==> config.mk <==
export PLATFORM = sky130hd
export DESIGN_NAME = carrier_nco_bank
export DESIGN_NICKNAME = d
export VERILOG_FILES = /design/src/rtl/nco_pkg.sv /design/src/rtl/nco_write_target.sv /design/src/rtl/nco_incr_reg.sv /design/src/rtl/nco_phase_acc.sv /design/src/rtl/carrier_nco_bank.sv
export SDC_FILE = /design/constraint.sdc
export NUM_CORES = 1
export LEC_CHECK = 0
export BUFFER_PORTS_ARGS = -buffer_cell sky130_fd_sc_hd__buf_2
export CAP_MARGIN = 20
export CORE_UTILIZATION = 32
export CTS_CLUSTER_SIZE = 10
export DETAILED_ROUTE_END_ITERATION = 7
export PLACE_DENSITY_LB_ADDON = 0.3
export SLEW_MARGIN = 40
export SYNTH_ARGS = -nofsm -noshare
export SYNTH_HDL_FRONTEND = slang
export SYNTH_SLANG_ARGS = --single-unit
==> constraint.sdc <==
create_clock -name clk -period 3.1 [get_ports clk]
set_input_delay 0.155 -clock clk [delete_from_list [all_inputs] [get_ports clk]]
set_output_delay 0.155 -clock clk [all_outputs]
set_load 0.01 [all_outputs]
==> src/rtl/nco_pkg.sv <==
package nco_pkg;
   typedef enum logic [1:0] {
      SCOPE_ONE   = 2'b00,
      SCOPE_MULTI = 2'b01,
      SCOPE_ALL   = 2'b10,
      SCOPE_NONE  = 2'b11
   } wr_scope_e;
endpackage

==> src/rtl/nco_write_target.sv <==
module nco_write_target
   import nco_pkg::*;
#(
   parameter int NUM_CH = 4,
   parameter int IDX_W  = 2
) (
   input  logic              clk,
   input  logic              rst_n,
   input  logic              hi_stb,
   input  logic              lo_stb,
   input  logic [1:0]        scope,
   input  logic [IDX_W-1:0]  chan,
   input  logic [NUM_CH-1:0] mask,
   output logic [NUM_CH-1:0] hi_sel,
   output logic [NUM_CH-1:0] lo_sel
);
   logic [NUM_CH-1:0] one_dec;
   logic [NUM_CH-1:0] tgt;

   generate
      for (genvar i = 0; i < NUM_CH; i++) begin : g_dec
         assign one_dec[i] = (chan == IDX_W'(i));
      end
   endgenerate

   always_comb begin
      case (wr_scope_e'(scope))
         SCOPE_ONE:   tgt = one_dec;
         SCOPE_MULTI: tgt = mask;
         SCOPE_ALL:   tgt = '1;
         default:     tgt = '0;
      endcase
   end

   assign hi_sel = tgt & {NUM_CH{hi_stb}};
   assign lo_sel = tgt & {NUM_CH{lo_stb}};

   AST_SINGLE_ONEHOT: assert property (@(posedge clk) disable iff (!rst_n)
      (lo_stb && scope == 2'b00 && int'(chan) < NUM_CH) |-> $countones(lo_sel) == 1);
   AST_NONE_EMPTY: assert property (@(posedge clk) disable iff (!rst_n)
      (scope == 2'b11) |-> (hi_sel == '0 && lo_sel == '0));
   AST_MULTI_SUBSET: assert property (@(posedge clk) disable iff (!rst_n)
      (scope == 2'b01) |-> ((hi_sel & ~mask) == '0 && (lo_sel & ~mask) == '0));
   AST_ALL_FULL: assert property (@(posedge clk) disable iff (!rst_n)
      (scope == 2'b10 && lo_stb) |-> (&lo_sel));
endmodule

==> src/rtl/nco_incr_reg.sv <==
module nco_incr_reg #(
   parameter int INC_W = 26,
   parameter int BUS_W = 16
) (
   input  logic             clk,
   input  logic             rst_n,
   input  logic             hi_sel,
   input  logic             lo_sel,
   input  logic [BUS_W-1:0] data,
   output logic [INC_W-1:0] incr
);
   localparam int HI_W = INC_W - BUS_W;

   logic [HI_W-1:0] buf_q;

   always_ff @(posedge clk) begin
      if (!rst_n) begin
         buf_q <= '0;
         incr  <= '0;
      end else begin
         if (hi_sel) buf_q <= data[HI_W-1:0];
         if (lo_sel) incr  <= {buf_q, data};
      end
   end

   AST_HI_LOADS_LOW_BITS: assert property (@(posedge clk) disable iff (!rst_n)
      hi_sel |=> buf_q == $past(data[HI_W-1:0]));
   AST_LIVE_HOLDS: assert property (@(posedge clk) disable iff (!rst_n)
      !lo_sel |=> $stable(incr));
   AST_LO_COMMIT: assert property (@(posedge clk) disable iff (!rst_n)
      lo_sel |=> incr == {$past(buf_q), $past(data)});
endmodule

==> src/rtl/nco_phase_acc.sv <==
module nco_phase_acc #(
   parameter int ACC_W = 27,
   parameter int INC_W = 26,
   parameter int PH_W  = 10
) (
   input  logic             clk,
   input  logic             rst_n,
   input  logic             en,
   input  logic [INC_W-1:0] incr,
   output logic [PH_W-1:0]  phase,
   output logic             pulse
);
   localparam int SUM_W = ACC_W + 1;

   logic [ACC_W-1:0] acc;
   logic [SUM_W-1:0] sum;

   assign sum = {1'b0, acc} + SUM_W'(incr);

   always_ff @(posedge clk) begin
      if (!rst_n) begin
         acc   <= '0;
         pulse <= 1'b0;
      end else if (en) begin
         acc   <= sum[ACC_W-1:0];
         pulse <= sum[ACC_W];
      end else begin
         pulse <= 1'b0;
      end
   end

   assign phase = acc[ACC_W-1 -: PH_W];

   AST_HOLD_IDLE: assert property (@(posedge clk) disable iff (!rst_n)
      !en |=> ($stable(acc) && !pulse));
   AST_PULSE_IS_WRAP: assert property (@(posedge clk) disable iff (!rst_n)
      en |=> (pulse == (acc < $past(acc))));
   AST_NO_BACK_TO_BACK: assert property (@(posedge clk) disable iff (!rst_n)
      pulse |=> !pulse);
endmodule

==> src/rtl/carrier_nco_bank.sv <==
module carrier_nco_bank #(
   parameter int NUM_CH = 4,
   parameter int ACC_W  = 27,
   parameter int INC_W  = 26,
   parameter int BUS_W  = 16,
   parameter int PH_W   = 10,
   localparam int IDX_W = (NUM_CH > 1) ? $clog2(NUM_CH) : 1
) (
   input  logic                   clk,
   input  logic                   rst_n,
   input  logic                   sample_en,
   input  logic                   wr_hi,
   input  logic                   wr_lo,
   input  logic [1:0]             wr_scope,
   input  logic [IDX_W-1:0]       wr_chan,
   input  logic [NUM_CH-1:0]      wr_mask,
   input  logic [BUS_W-1:0]       wr_data,
   output logic [NUM_CH*PH_W-1:0] phase_msb,
   output logic [NUM_CH-1:0]      cycle_pulse
);
   generate
      if (INC_W >= ACC_W) begin : g_bad_inc
         $error("increment must be narrower than the accumulator");
      end
      if (INC_W <= BUS_W || INC_W > 2 * BUS_W) begin : g_bad_split
         $error("increment must span exactly two bus words");
      end
      if (PH_W < 1 || PH_W > ACC_W) begin : g_bad_phase
         $error("phase output width out of range");
      end
      if (NUM_CH < 1) begin : g_bad_ch
         $error("at least one channel required");
      end
   endgenerate

   logic [NUM_CH-1:0] hi_sel;
   logic [NUM_CH-1:0] lo_sel;

   nco_write_target #(
      .NUM_CH (NUM_CH),
      .IDX_W  (IDX_W)
   ) u_target (
      .clk    (clk),
      .rst_n  (rst_n),
      .hi_stb (wr_hi),
      .lo_stb (wr_lo),
      .scope  (wr_scope),
      .chan   (wr_chan),
      .mask   (wr_mask),
      .hi_sel (hi_sel),
      .lo_sel (lo_sel)
   );

   generate
      for (genvar c = 0; c < NUM_CH; c++) begin : g_ch
         logic [INC_W-1:0] incr;

         nco_incr_reg #(
            .INC_W (INC_W),
            .BUS_W (BUS_W)
         ) u_incr (
            .clk    (clk),
            .rst_n  (rst_n),
            .hi_sel (hi_sel[c]),
            .lo_sel (lo_sel[c]),
            .data   (wr_data),
            .incr   (incr)
         );

         nco_phase_acc #(
            .ACC_W (ACC_W),
            .INC_W (INC_W),
            .PH_W  (PH_W)
         ) u_acc (
            .clk   (clk),
            .rst_n (rst_n),
            .en    (sample_en),
            .incr  (incr),
            .phase (phase_msb[c*PH_W +: PH_W]),
            .pulse (cycle_pulse[c])
         );
      end
   endgenerate

   AST_RESET_QUIET: assert property (@(posedge clk)
      !rst_n |=> (cycle_pulse == '0 && phase_msb == '0));
endmodule

==> results.py <==
metrics = {
    "worst_hold_path": {
        "min_path_type": "input port to flop",
        "whs_path_depth": 3,
    },
    "worst_setup_path": {
        "cp_data_arrival_time_ns": 3.35,
        "cpPeakStageDelay_ns": 0.56,
        "cp-start-kind": "flop",
        "path_cells": "ha_1, fa_1, a211oi_1, o21ai_1, nor2b_1, a221oi_1, o221ai_1, xnor2_1, mux2i_1, nor2_1",
        "crit_buf_inv": 0,
        "worst_path_max_delay_cell": "a221oi_1",
        "reg2reg_depth": 10,
        "cp.depth": 10,
        "end_kind": "flop",
        "crit_family": "compound AO/OA/AOI/OAI gates",
        "required_ns": 3.55,
        "crit_path_max_fanout": 3,
        "crit_type": "flop to flop",
    },
    "yosys": {
        "ys_types": 81,
        "yosysTopAreaCell": "dfxtp_1",
        "synth-seq-cells": 256,
        "synth_cells": 1759,
        "syn_avg_cell_area_sq_um": 8.18,
        "synth_area_leaders": "dfxtp_1, ha_1, nand2_1",
        "synth-async-reset-ratio_pct": 0,
        "synth_edf_count": 0,
        "ys.warnings.count": 0,
        "syn_nets": 1896,
        "syn_area_sq_um": 14400,
        "synth_top_area_share_pct": 35.6,
        "yosysSeqAreaShare_pct": 35.6,
        "ys.flop_type": "dfxtp_1",
    },
    "timing": {
        "rsz0062_at_grt": "no",
        "whs_ns": 0.0306,
        "slew_viol_final": 0,
        "fin_worst_skew_ns": 0.0214,
        "finalSetupTns_ns": 0,
        "finalCriticalPeriod_ns": 2.90,
        "tightest_slew_ns": 0.699,
        "fmax_mhz": 345,
        "period_share_pct": 93.5,
        "final_hold_viol_count": 0,
        "setup_viol": 0,
        "relSlewSlack_pct": 53.4,
    },
    "pwr": {
        "peakVddDrop_uv": 332,
        "p_leak_nw": 7.00,
        "p_per_area_nw_per_um2": 467,
    },
    "floorplan": {
        "row_count": 77,
        "coreArea_sq_um": 44300,
        "dieArea_sq_um": 45800,
        "start_util_pct": 32.5,
        "die_h_um": 214,
        "pin_count": 73,
        "chipWidth_um": 214,
    },
    "placed_design": {
        "dpl.hpwl_um": 27400,
        "port_buffers": 72,
        "place.gp.congestion": 0.888,
    },
    "detailed_routing": {
        "drtIter0Drc": 802,
        "detail_route.wl_per_cell_um": 16.8,
        "drtAntennaViolNets": 0,
        "drc_errors": 0,
        "first_pass_iters": 5,
        "vias": 12367,
        "wl_um": 39800,
        "via_per_inst": 5.23,
    },
    "clocking": {
        "htree_num_levels": 1,
        "clockBufferDepth": 3,
        "cts_tree": "yes",
        "clock-sinks": 256,
        "numCtsBuffers": 30,
        "clock_latency_ns": 0.57,
        "root_buffer": "clkbuf_16",
        "clkTransAtPathRegs_ns": 0.06,
    },
    "layout": {
        "fill_cells": 4637,
        "finalNetCount": 1900,
        "syn_to_final_growth_pct": 11.0,
        "multiInputGateArea_sq_um": 8540,
        "seqCellArea_sq_um": 5120,
        "layout_common_cells": "nand2_1, dfxtp_1, a21oi_1, nor2_1, ha_1",
        "drive_above_1_share_pct": 8.30,
        "layout_commonest_cell": "nand2_1",
    },
    "global_route": {
        "grt_max_degree": 116,
        "grt_pass1_vias": 11688,
        "grt_antenna_before_repair": 1,
        "grt_pass1_wl_um": 62700,
        "grt_overflow": 0,
        "grt_usage_pct": 16.9,
    },
    "run_status": {
        "status": "completed",
    },
    "job": {
        "drv_cap": 0,
    },
}
## tightest hold or removal path, cell delays in order
cell	delay (ns)
buf_2	0.23
nand2_1	0.10
a21oi_1	0.06
## final timing paths
path / slack [ns] / endpoint / from
worst min register to register: 0.43 / g_ch[2].u_incr.incr[24] / g_ch[2].u_incr.buf_q[8]
worst max register to register: 0.20 / g_ch[1].u_acc.acc[16] / g_ch[1].u_incr.incr[0]
worst max-delay path: 0.20 / g_ch[1].u_acc.acc[16] / g_ch[1].u_incr.incr[0]
worst min-delay path: 0.03 / g_ch[1].u_incr.incr[7] / wr_data[7]
## cell usage after synthesis, types with 13 or more instances
cell / instances
a211oi_1: 29
nor2_1: 156
nand2b_1: 13
mux2i_1: 91
nor3_1: 16
o21ai_0: 44
nand3_1: 51
a21o_1: 45
ha_1: 104
buf_4: 44
xor2_1: 31
clkbuf_1: 76
dfxtp_1: 256
xnor2_1: 39
o21a_1: 15
nand2_1: 296
o21ai_1: 41
inv_1: 15
a21oi_1: 210
## kinds of logic (layout without fill, tap and decap cells)
logic type / after synthesis / in the layout / share of synthesized area [%]
compound gates: 479 / 479 / 20.9
xor+xnor: 70 / 70 / 4.26
fa+ha+maj: 108 / 108 / 9.60
buf+inv: 150 / 163 / 5.09
flops: 256 / 256 / 35.6
mux: 91 / 91 / 6.33
other cells: 0 / 1 / 0
simple gates: 605 / 605 / 18.2
## through the flow
stage          instance area, sq um  utilization, %  total power [mW]  std cells  setup slack, ns
2_1_floorplan                 14400               -              4.14       1759            0.536
5_1_grt                       16000            36.0              7.79       2364           0.0567
3_3_place_gp                  15000            33.8              4.37       2308            0.314
6_report                      16000            36.0              7.45       2365            0.203
4_1_cts                       16000            36.0              7.55       2364            0.232
3_5_place_dp                  15000            33.8              4.38       2308            0.239
## per-layer routing
metal | wire length, um | GRT usage, % | vias to the layer above
met4 | 992 | 4.64 | 2
li1 | - | - | 6179
met3 | 1890 | 2.58 | 58
met2 | 18000 | 27.9 | 291
met5 | 10 | 0 | -
met1 | 18900 | 22.8 | 5837
## report_power, final
| group | internal [mW] | switching (mW) |
|---|---|---|
| Sequential | 3.42 | 0.0783 |
| Combinational | 0.298 | 0.535 |
| Clock | 1.78 | 1.35 |
| Total | 5.49 | 1.96 |
## registers in the layout, indices dropped and copies added (netlist names)
register           count
g_ch.u_acc.acc       108
g_ch.u_acc.pulse       4
g_ch.u_incr.buf_q     40
g_ch.u_incr.incr     104
## timing repair
action	in CTS	in global routing
resized for setup	0	0
buffers inserted	0	0
endpoints found under the hold margin	57	0
hold buffers	15	0
## area by class of cell
type,count,area share (%)
Timing Repair Buffer,105,4.21
Multi-Input combinational cell,1353,53.5
Clock inverter,2,0.133
Clock buffer,39,5.04
Antenna cell,1,0.0157
Tap cell,592,4.64
Sequential cell,256,32.1
Inverter,17,0.431
(Power assumes the default switching activity.)
